===== src/rtl/tmr_pkg.sv =====
package tmr_pkg;
  localparam int unsigned FLAG_N = 4;
  localparam int unsigned DIV_W  = 4;

  typedef enum logic [1:0] {
    PS_DIV1  = 2'b00,
    PS_DIV4  = 2'b01,
    PS_DIV8  = 2'b10,
    PS_DIV16 = 2'b11
  } ps_sel_e;

  typedef enum logic [1:0] {
    A_CTRL   = 2'd0,
    A_FLAG   = 2'd1,
    A_CNT_HI = 2'd2,
    A_CNT_LO = 2'd3
  } reg_addr_e;
endpackage


===== src/rtl/tmr_prot_reg.sv =====
module tmr_prot_reg
  import tmr_pkg::*;
#(
  parameter int unsigned WINDOW = 64,
  localparam int unsigned CW = $clog2(WINDOW + 1)
) (
  input  logic                clk,
  input  logic                rst_n,
  input  logic                special_mode,
  input  logic                wr_ctrl,
  input  logic [7:0]          wdata,
  output logic [FLAG_N-1:0]   en_bits,
  output ps_sel_e             psel,
  output logic                wr_done,
  output logic [CW-1:0]       win_cnt
);
  localparam logic [CW-1:0] WIN_LIM = CW'(WINDOW);

  logic [CW-1:0]     cnt_d;
  logic              cnt_en;
  logic              in_win;
  logic              ps_ok;
  logic [FLAG_N-1:0] en_d;
  ps_sel_e           ps_d;
  logic              done_d;

  always_comb begin
    in_win = (win_cnt != WIN_LIM);
    cnt_en = in_win;
    cnt_d  = win_cnt + CW'(1);
    ps_ok  = wr_ctrl && (special_mode || (in_win && !wr_done));
    en_d   = wdata[7:4];
    ps_d   = ps_sel_e'(wdata[1:0]);
    done_d = 1'b1;
  end

  always_ff @(posedge clk or negedge rst_n) begin
    if (!rst_n) begin
      win_cnt <= '0;
    end else if (cnt_en) begin
      win_cnt <= cnt_d;
    end
  end

  always_ff @(posedge clk or negedge rst_n) begin
    if (!rst_n) begin
      en_bits <= '0;
    end else if (wr_ctrl) begin
      en_bits <= en_d;
    end
  end

  always_ff @(posedge clk or negedge rst_n) begin
    if (!rst_n) begin
      psel    <= PS_DIV1;
      wr_done <= 1'b0;
    end else if (ps_ok) begin
      psel    <= ps_d;
      wr_done <= done_d;
    end
  end
endmodule


===== src/rtl/tmr_prescale.sv =====
module tmr_prescale
  import tmr_pkg::*;
(
  input  logic    clk,
  input  logic    rst_n,
  input  ps_sel_e psel,
  output logic    tick
);
  logic [DIV_W-1:0] pre_q;
  logic [DIV_W-1:0] pre_d;
  logic [DIV_W-1:0] mask;

  always_comb begin
    unique case (psel)
      PS_DIV1:  mask = DIV_W'(0);
      PS_DIV4:  mask = DIV_W'(3);
      PS_DIV8:  mask = DIV_W'(7);
      default:  mask = DIV_W'(15);
    endcase
    tick  = ((pre_q & mask) == mask);
    pre_d = pre_q + DIV_W'(1);
  end

  always_ff @(posedge clk or negedge rst_n) begin
    if (!rst_n) begin
      pre_q <= '0;
    end else begin
      pre_q <= pre_d;
    end
  end
endmodule


===== src/rtl/tmr_count.sv =====
module tmr_count #(
  parameter int unsigned CNT_W = 16
) (
  input  logic             clk,
  input  logic             rst_n,
  input  logic             tick,
  input  logic             ovf_clr,
  output logic [CNT_W-1:0] cnt_val,
  output logic             ovf_q
);
  logic [CNT_W-1:0] cnt_d;
  logic             wrap;
  logic             ovf_d;
  logic             ovf_en;

  always_comb begin
    cnt_d  = cnt_val + CNT_W'(1);
    wrap   = tick && (cnt_val == {CNT_W{1'b1}});
    ovf_en = wrap || ovf_clr;
    ovf_d  = wrap;
  end

  always_ff @(posedge clk or negedge rst_n) begin
    if (!rst_n) begin
      cnt_val <= '0;
    end else if (tick) begin
      cnt_val <= cnt_d;
    end
  end

  always_ff @(posedge clk or negedge rst_n) begin
    if (!rst_n) begin
      ovf_q <= 1'b0;
    end else if (ovf_en) begin
      ovf_q <= ovf_d;
    end
  end
endmodule


===== src/rtl/tmr_mask_blk.sv =====
module tmr_mask_blk
  import tmr_pkg::*;
#(
  parameter int unsigned CNT_W  = 16,
  parameter int unsigned WINDOW = 64,
  localparam int unsigned CW = $clog2(WINDOW + 1)
) (
  input  logic       clk,
  input  logic       rst_n,
  input  logic       special_mode,
  input  logic       bus_wr,
  input  logic [1:0] bus_addr,
  input  logic [7:0] bus_wdata,
  output logic [7:0] bus_rdata,
  input  logic       rti_flag,
  input  logic       pa_ovf_flag,
  input  logic       pa_edge_flag,
  output logic       irq,
  output logic       tick
);
  logic [FLAG_N-1:0] en_bits;
  logic [FLAG_N-1:0] flag_vec;
  ps_sel_e           psel;
  logic              wr_done;
  logic [CW-1:0]     win_cnt;
  logic [CNT_W-1:0]  cnt_val;
  logic              ovf_q;
  logic              wr_ctrl;
  logic              ovf_clr;
  logic              irq_d;

  always_comb begin
    wr_ctrl  = bus_wr && (bus_addr == A_CTRL);
    ovf_clr  = bus_wr && (bus_addr == A_FLAG) && bus_wdata[7];
    flag_vec = {ovf_q, rti_flag, pa_ovf_flag, pa_edge_flag};
    irq_d    = |(en_bits & flag_vec);
  end

  tmr_prot_reg #(.WINDOW(WINDOW)) u_prot (
    .clk          (clk),
    .rst_n        (rst_n),
    .special_mode (special_mode),
    .wr_ctrl      (wr_ctrl),
    .wdata        (bus_wdata),
    .en_bits      (en_bits),
    .psel         (psel),
    .wr_done      (wr_done),
    .win_cnt      (win_cnt)
  );

  tmr_prescale u_pre (
    .clk   (clk),
    .rst_n (rst_n),
    .psel  (psel),
    .tick  (tick)
  );

  tmr_count #(.CNT_W(CNT_W)) u_cnt (
    .clk     (clk),
    .rst_n   (rst_n),
    .tick    (tick),
    .ovf_clr (ovf_clr),
    .cnt_val (cnt_val),
    .ovf_q   (ovf_q)
  );

  always_ff @(posedge clk or negedge rst_n) begin
    if (!rst_n) begin
      irq <= 1'b0;
    end else begin
      irq <= irq_d;
    end
  end

  always_comb begin
    unique case (bus_addr)
      A_CTRL:   bus_rdata = {en_bits, 2'b00, psel};
      A_FLAG:   bus_rdata = {flag_vec, 4'b0000};
      A_CNT_HI: bus_rdata = 8'(cnt_val >> 8);
      default:  bus_rdata = cnt_val[7:0];
    endcase
  end
endmodule


===== config.mk =====
export PLATFORM = sky130hd
export DESIGN_NAME = tmr_mask_blk
export DESIGN_NICKNAME = d
export VERILOG_FILES = /design/src/rtl/tmr_pkg.sv /design/src/rtl/tmr_prot_reg.sv /design/src/rtl/tmr_prescale.sv /design/src/rtl/tmr_count.sv /design/src/rtl/tmr_mask_blk.sv
export SDC_FILE = /design/constraint.sdc
export NUM_CORES = 1
export LEC_CHECK = 0
export CORE_MARGIN = 1
export CORE_UTILIZATION = 30
export CTS_BUF_LIST = sky130_fd_sc_hd__clkbuf_4 sky130_fd_sc_hd__clkbuf_8
export CTS_CLUSTER_SIZE = 24
export DETAILED_ROUTE_END_ITERATION = 8
export PLACE_DENSITY = 0.5
export SETUP_SLACK_MARGIN = 0.3
export SYNTH_ARGS = -nofsm -noshare
export SYNTH_HDL_FRONTEND = slang
export SYNTH_SLANG_ARGS = --single-unit

===== constraint.sdc =====
create_clock -name clk -period 1.72 [get_ports clk]
set_input_delay 0.172 -clock clk [delete_from_list [all_inputs] [get_ports clk]]
set_output_delay 0.172 -clock clk [all_outputs]
set_load 0.02 [all_outputs]

Word-level counts from Yosys, hierarchy flattened

Index checks and enable logic that the tools add are counted.
W data, S select, Z words.

Output and inout bits: 10
Logic and storage cells: 34
Bits of input ports: 17
Register bits after elaboration: 36

Bitwise logic cells: 2
Muxes and demuxes: 2
$add $sub $neg: 3
Equal/unequal tests: 7
Reduce and logical (&&, ||, !) cells: 12

Operator list:

| cell                    | count |
|---|---|
| $pmux W8 S3             | 1 |
| $add A16 B1 Y16 const B | 1 |
| $eq A16 B16 Y1 const B  | 1 |
| $pmux W4 S3             | 1 |
| $and A4 B4 Y4           | 2 |
| $add A7 B1 Y7 const B   | 1 |
| $ne A7 B7 Y1 const B    | 1 |
| $logic_and A1 B1 Y1     | 6 |
| $add A4 B1 Y4 const B   | 1 |
| $eq A2 B1 Y1 const B    | 2 |
| $eq A2 B2 Y1 const B    | 2 |
| $eq A4 B4 Y1            | 1 |
| $logic_not A2 Y1        | 2 |
| $reduce_or A4 Y1        | 1 |
| $logic_or A1 B1 Y1      | 2 |
| $logic_not A1 Y1        | 1 |

Longest topological paths before layout

Gate-level depths: netlist of the first run.

Depth after elaboration: 6
Depth in mapped cells: 6

Hierarchy

From an unflattened synthesis of the first run, not the netlist that was laid out.

Cell total of the unflattened synthesis: 143
Area, all modules: 1848.0 sq um

By module, submodules not included:

| module       | times used | cells each | area an instance (sq um) |
|---|---|---|---|
| tmr_count    | 1          | 62         | 817.0 |
| tmr_prot_reg | 1          | 46         | 620.6 |
| tmr_mask_blk | 1          | 21         | 249.0 |
| tmr_prescale | 1          | 14         | 161.4 |

Worst setup path before layout of the first run

OpenSTA, ideal clock, no wires.

Path type: reg2reg
From: register u_prot.win_cnt[2]
To: register u_prot.psel[0]
Cell stages (with the launch flop): 5
Buffers on the path: 0
Data required time: 1.595 ns
Data arrival time: 1.487 ns
Clock period less this slack: 1.612 ns
Setup slack: 0.108 ns
Cell sequence: dfrtp_1 -> nor4_1 -> a31oi_1 -> o21ai_0 -> mux2_2

Word-level cells in the longest chain between the ends: 4

Ends and longest elaborated chain:

| element                | RTL line           | text |
|---|---|---|
| from (decl)            | tmr_prot_reg.sv:15 | `output logic [CW-1:0] win_cnt` |
| from (signal assigned) | tmr_prot_reg.sv:41 | `win_cnt <= cnt_d;` |
| $ne A7 B7 Y1           | tmr_prot_reg.sv:28 | `in_win = (win_cnt != WIN_LIM);` |
| $logic_and A1 B1 Y1    | tmr_prot_reg.sv:31 | `ps_ok = wr_ctrl && (special_mode \|\| (in_win && !wr_done));` |
| $logic_or A1 B1 Y1     | tmr_prot_reg.sv:31 |  |
| $logic_and A1 B1 Y1    | tmr_prot_reg.sv:31 |  |
| to (signal assigned)   | tmr_prot_reg.sv:58 | `psel <= ps_d;` |
| to (decl)              | tmr_prot_reg.sv:13 | `output ps_sel_e psel,` |

No other way between the ends.
A chain may end at the register's enable or synchronous reset.

Final worst setup path of the first run

From: register u_pre.pre_q[3]
To: register u_cnt.cnt_val[4]

Word-level cells in the longest chain between the ends: 2

Ends and longest elaborated chain:

| element                | RTL line           | text |
|---|---|---|
| from (decl)            | tmr_prescale.sv:9  | `logic [DIV_W-1:0] pre_q;` |
| from (signal assigned) | tmr_prescale.sv:28 | `pre_q <= pre_d;` |
| $and A4 B4 Y4          | tmr_prescale.sv:20 | `tick = ((pre_q & mask) == mask);` |
| $eq A4 B4 Y1           | tmr_prescale.sv:20 |  |
| to (signal assigned)   | tmr_count.sv:27    | `cnt_val <= cnt_d;` |
| to (decl)              | tmr_count.sv:8     | `output logic [CNT_W-1:0] cnt_val,` |

No other way between the ends.

==> flow_summary_export.csv, run 1 <==
group,metric,value,unit
status,status,"complete, no violations",
clocking,clk_latency,0.29,ns
clocking,cts_buffers,5,
global_routing,grt_usage,14.1,%
place,dpl.cell_count,252,
detailed_routing,vias,1323,
sta,final_hold_viol_count,0,
place,io_buffers,24,
global_routing,grt_start_max_net_pins,37,
detailed_routing,drt_iter0_drc,45,
sta,fin_crit_sh,91.7,%
sta,setup_viol_count_final,0,
synthesis,ys_ff_latch,36,
global_routing,grt_pass1_vias,1395,
synthesis,synth_area_per_cell,12.4,sq um
sta,finalClockSkew,0.00838,ns
cells_and_area,nNetsFinal,227,
synthesis,syn_nets,163,
detailed_routing,wl,3.96,mm
clocking,path_clk_slew,0.07,ns
global_routing,grt_pass1_wl,6.74,mm
sta,slew-limit-headroom,83.6,%
detailed_routing,ant_nets,0,
sta,fmax,634,MHz
critical_path,crit_arrival,1.76,ns
floorplan,die_w,78.7,um
synthesis,syn_inst,142,
synthesis,ys_types,32,
pwr,pwr-share-comb,33.3,%
cells_and_area,final_layout_size_suffix_gt1_share,44.9,%
cells_and_area,diodes,0,
detailed_routing,first_pass_iters,4,
clocking,clock-sinks,36,
floorplan,io_pins,27,
cells_and_area,fin_util,47.3,%
detailed_routing,route.detailed.drc,0,
min_path,hold_class,"in2async",
cells_and_area,final_cells,279,
detailed_routing,wire_per_inst,14.2,um
clocking,clockRootBuffer,"clkbuf_8",
critical_path,crit_family,"flip-flops",
floorplan,fp.coreArea,5570,sq um
synthesis,netlist_area,1760,sq um
place,finalWeightedCongestion,0.746,
cells_and_area,area_growth,49.3,%
floorplan,start_util,31.6,%
pwr,peakVddDrop,0.000546,V
clocking,htree_num_levels,2,
critical_path,crit_fanout,7,
critical_path,critical_path_class,"reg2reg",
critical_path,critical_path.cell_chain,"nand2b_4 -> a31oi_4 -> buf_6 -> buf_6 -> a211oi_2 -> buf_4 -> and3_4 -> xor2_1",
place,dp_slack,-0.372,ns
place,hpwl,2.55,mm
critical_path,endpoint_kind,"register",
pwr,power.clock.fraction,25.5,%
critical_path,cp_slowest_cell,"dfrtp_1",
sta,worstMarginPinSlew,0.244,ns
sta,period_minus_slack,1.58,ns
run,drv_cap,0,
clocking,cts_tree,"done",
detailed_routing,viasPerCell,4.74,
critical_path,crit_path_frequent_cell,"buf_6",
synthesis,ys_seq_area_share,51.1,%
critical_path,worst-path-buf-inv,3,
pwr,internal-power,1790,uW
critical_path,timing.critical_path.required,1.90,ns
pwr,swShare,30.1,%
sta,slew_viol_final,0,
synthesis,synth_warnings,0,
pwr,p_switching,771,uW
global_routing,antenna_found_initial,0,
global_routing,grt_overflow,0,
floorplan,dieHeight,78.7,um
sta,tns,0,ns
pwr,finalPower,2560,uW
floorplan,rows,27,
sta,layout_setup_ws,0.144,ns
critical_path,worstSetupStartpointType,"register",
pwr,power.share.sequential,41.3,%
floorplan,dieArea,6190,sq um
sta,rsz0062_at_grt,"true",
clocking,clockBufferDepth,2,
critical_path,slowest_delay,0.39,ns
pwr,p_per_area,972,nW/um^2
pwr,leakage,0.00120,uW
-- sequential cells by signal, summed over array words and instances, names as in the netlist --
register        count
u_prot.win_cnt      7
u_prot.psel         2
irq                 1
u_pre.pre_q         4
u_cnt.ovf_q         1
u_prot.en_bits      4
u_prot.wr_done      1
u_cnt.cnt_val      16
-- metal layers --
| metal | wire, um | GRT usage (%) |
|---|---|---|
| met1 | 1920 | 19.0 |
| met2 | 1880 | 22.5 |
| met3 | 85 | 2.21 |
| met4 | 71 | 5.74 |
| met5 | 0 | 0 |
-- cell type report --
cell class	instances	area (sq um)
Fill cell	516	2940
Tap cell	72	90.1
Sequential cell	36	906
Timing Repair Buffer	59	574
Inverter	7	26.3
Clock buffer	8	97.6
Multi-Input combinational cell	97	940
-- cell usage after synthesis (all sizes together) --
cell type	number	share of area (%)
xor2	4	2.0
and3	4	1.5
clkbuf	1	0.78
nand4	4	2.3
nor4	1	0.35
and4	1	0.64
a22oi	2	0.85
o21ai	3	0.85
inv	7	1.5
nor2b	2	0.71
a31oi	3	1.1
nand3	8	2.3
nor3	2	1.2
ha	4	2.8
nand4b	1	0.50
a32o	1	0.57
dfrtp	36	51
a211oi	2	1.4
nor2	3	0.64
nand2b	2	0.71
nor3b	1	0.71
buf	1	0.64
mux2	8	5.1
a22o	2	0.99
nand2	13	2.8
mux4	4	5.1
xnor2	19	9.4
a21o	1	0.43
mux2i	2	1.1
-- layout by cell type (no fill, tap or decap), types with 3 or more instances in the layout --
cell,netlist,layout
dfrtp_1,36,32
xor2_1,4,4
mux4_2,4,4
clkbuf_8,1,6
buf_4,0,27
nand2_1,13,10
dfrtp_2,0,4
buf_12,0,3
nand4_1,3,3
xnor2_2,0,3
inv_1,7,6
xnor2_1,19,16
nor2_1,3,3
ha_1,4,4
buf_6,1,11
nand3_2,0,3
clkdlybuf4s50_1,0,14
mux2_2,8,8
nand3_1,8,4
and3_1,3,3
-- cell families after synthesis --
family	count (synthesis)	synth area share, %
and+or+nand+nor	42	14.3
muxes	14	11.3
AOI/OAI and AO/OA	14	6.17
buffers and inverters	9	2.91
xor gates and xnor gates	23	11.4
DFF	36	51.1
adders and majority gates	4	2.84
-- power groups by stage --
stage | Combinational, uW | Sequential [uW] | Clock (uW)
2_1_floorplan | 314 | 1090 | 0
3_3_place_gp | 632 | 1070 | 0
3_5_place_dp | 647 | 1080 | 0
4_1_cts | 735 | 1060 | 670
5_1_grt | 915 | 1070 | 710
6_report | 851 | 1060 | 651
-- repair_timing --
item / in CTS / in global routing
cloned: 1 / 0
hold buffers: 0 / 0
buffers inserted: 13 / 5
gates resized for setup: 58 / 26
endpoints found under the setup margin: 19 / 33
pin swaps: 6 / 11
-- through the flow --
stage	cell area, sq um	hold WS (ns)
floorplan	1770	-0.124
global placement	2230	0.457
detailed placement	2230	0.459
CTS	2500	0.257
global route	2630	0.274
finish	2630	0.256
-- worst paths after layout --
check / to / cells after the start / startpoint / slack (ns)
max in group asynchronous: u_pre.pre_q[0] / 2 / rst_n / 1.25
worst max register to register: u_cnt.cnt_val[4] / 8 / u_pre.pre_q[3] / 0.14
worst min-delay path: irq / 2 / rst_n / 0.26
min in group clk: u_pre.pre_q[2] / 1 / u_pre.pre_q[2] / 0.47
worst max-delay path: u_cnt.cnt_val[4] / 8 / u_pre.pre_q[3] / 0.14
worst min register to register: u_pre.pre_q[2] / 1 / u_pre.pre_q[2] / 0.47
Power figures use the tool's default switching activity.
==> inputs of run 2 (changes only) <==
Settings changed: TNS_END_PERCENT from default to 5.
==> flow_summary_export.csv, run 2 (same netlist as run 1, synthesis figures left out) <==
group,metric,value,unit
cells_and_area,final_layout_size_suffix_gt1_share,34.7,%
cells_and_area,reg.largest.list,"u_cnt.cnt_val x16, u_prot.win_cnt x7",
clocking,htree_num_levels,2,
detailed_routing,first_pass_iters,4,
sta,worstMarginPinSlew,0.463,ns
critical_path,slowest_delay,0.41,ns
clocking,clk_latency,0.28,ns
sta,final_hold_viol_count,0,
sta,setup_viol_count_final,0,
critical_path,cp_slowest_cell,"dfrtp_1",
clocking,path_clk_slew,0.07,ns
sta,layout_setup_ws,0.199,ns
floorplan,dieHeight,78.7,um
critical_path,endpoint_kind,"register",
clocking,clock-sinks,36,
sta,rsz0062_at_grt,"true",
floorplan,rows,27,
sta,slew-limit-headroom,69.1,%
global_routing,grt_start_max_net_pins,37,
place,dpl.cell_count,251,
detailed_routing,route.detailed.drc,0,
critical_path,critical_path.cell_chain,"nand2b_4 -> a31oi_4 -> buf_6 -> buf_4 -> a211oi_2 -> buf_4 -> nand4_1 -> xnor2_1",
cells_and_area,largest_reg_flops,16,
detailed_routing,drt_iter0_drc,18,
cells_and_area,final_cell_mix,"dfrtp_1, buf_4, xnor2_1, clkdlybuf4s50_1, nand2_1",
detailed_routing,viasPerCell,4.56,
clocking,cts_buffers,5,
detailed_routing,wl,3.68,mm
place,finalWeightedCongestion,0.759,
cells_and_area,top_register,"u_cnt.cnt_val",
global_routing,grt_pass1_wl,6.35,mm
cells_and_area,mostFrequentLayoutCell,"dfrtp_1",
place,dp_slack,-0.395,ns
global_routing,antenna_found_initial,0,
min_path,hold_class,"in2async",
global_routing,grt_usage,13.5,%
cells_and_area,area_growth,38.9,%
sta,fmax,657,MHz
place,dpl_cell_area,2210,sq um
critical_path,crit_path_frequent_cell,"buf_4",
floorplan,io_pins,27,
critical_path,critical_path_class,"reg2reg",
clocking,clockBufferDepth,2,
critical_path,worstSetupStartpointType,"register",
floorplan,fp.coreArea,5570,sq um
pwr,peakVddDrop,0.000472,V
sta,finalClockSkew,0.00369,ns
detailed_routing,ant_nets,0,
detailed_routing,vias,1237,
place,io_buffers,24,
global_routing,grt_pass1_vias,1339,
pwr,leakage,0.00111,uW
detailed_routing,wire_per_inst,13.6,um
cells_and_area,nNetsFinal,220,
cells_and_area,design_area,2450,sq um
pwr,p_per_area,967,nW/um^2
status,status,"complete, no violations",
floorplan,start_util,31.6,%
clocking,cts_tree,"done",
critical_path,crit_arrival,1.69,ns
global_routing,grt_overflow,0,
critical_path,crit_fanout,7,
cells_and_area,final_cells,271,
clocking,clockRootBuffer,"clkbuf_8",
sta,slew_viol_final,0,
floorplan,dieArea,6190,sq um
cells_and_area,fill_cells,523,
place,hpwl,2.58,mm
sta,hold_ws,0.313,ns
critical_path,timing.critical_path.required,1.89,ns
run,drv_cap,0,
floorplan,die_w,78.7,um
pwr,finalPower,2370,uW
cells_and_area,diodes,0,
sta,period_minus_slack,1.52,ns
sta,fin_crit_sh,88.5,%
run 2: per-layer routing:
layer  vias up  GRT usage [%]  share of wire (%)
li1        618              -                  -
met1       596           17.3                 50
met2        19           22.2                 45
met3         4           3.37                3.7
met4         0           3.89               0.92
met5         -              0                  0
run 2: path summary, 6_finish.rpt:
check / startpoint / cells after the start / endpoint / slack (ns)
max in group asynchronous: rst_n / 2 / u_prot.win_cnt[3] / 1.06
worst min-delay path: rst_n / 2 / u_prot.en_bits[3] / 0.31
min in group clk: u_prot.wr_done / 1 / u_prot.wr_done / 0.48
worst min register to register: u_prot.wr_done / 1 / u_prot.wr_done / 0.48
worst max register to register: u_prot.psel[1] / 8 / u_cnt.cnt_val[15] / 0.20
worst max-delay path: u_prot.psel[1] / 8 / u_cnt.cnt_val[15] / 0.20
run 2: area by class of cell:
type,count,area (sq um),area share (%)
inverters,7,26.3,1.07
well taps,72,90.1,3.68
clock buffers,7,96.3,3.93
flip-flops and latches,36,905,36.9
repair buffers,52,467,19.1
multi-input cells,97,866,35.3
run 2: critical path, delay by kind of cell (launching register included):
family	cells	cell delay [ns]
AND/OR/NAND/NOR	2	0.21
XOR/XNOR	1	0.14
buffers and inverters	3	0.43
AO/OA/AOI/OAI	2	0.22
flip-flops	1	0.41
run 2: repair_timing:
item                       4_1_cts  5_1_grt
gates cloned                     1        0
buffers inserted                 9        3
setup endpoints to repair       23       31
pin swaps                        7        3
hold buffers                     0        0
gates resized for setup         42        2
run 2: power breakdown:
part	total, uW	switching (uW)	internal, uW
registers	1070	108	960
logic	664	305	359
clock network	636	279	357
total	2370	692	1680
run 2: through the flow:
stage / utilization (%) / setup TNS, ns
2_1_floorplan: - / 0
3_3_place_gp: 39.7 / -2.26
3_5_place_dp: 39.7 / -2.27
4_1_cts: 43.4 / 0
5_1_grt: 44.0 / 0
6_report: 44.0 / 0
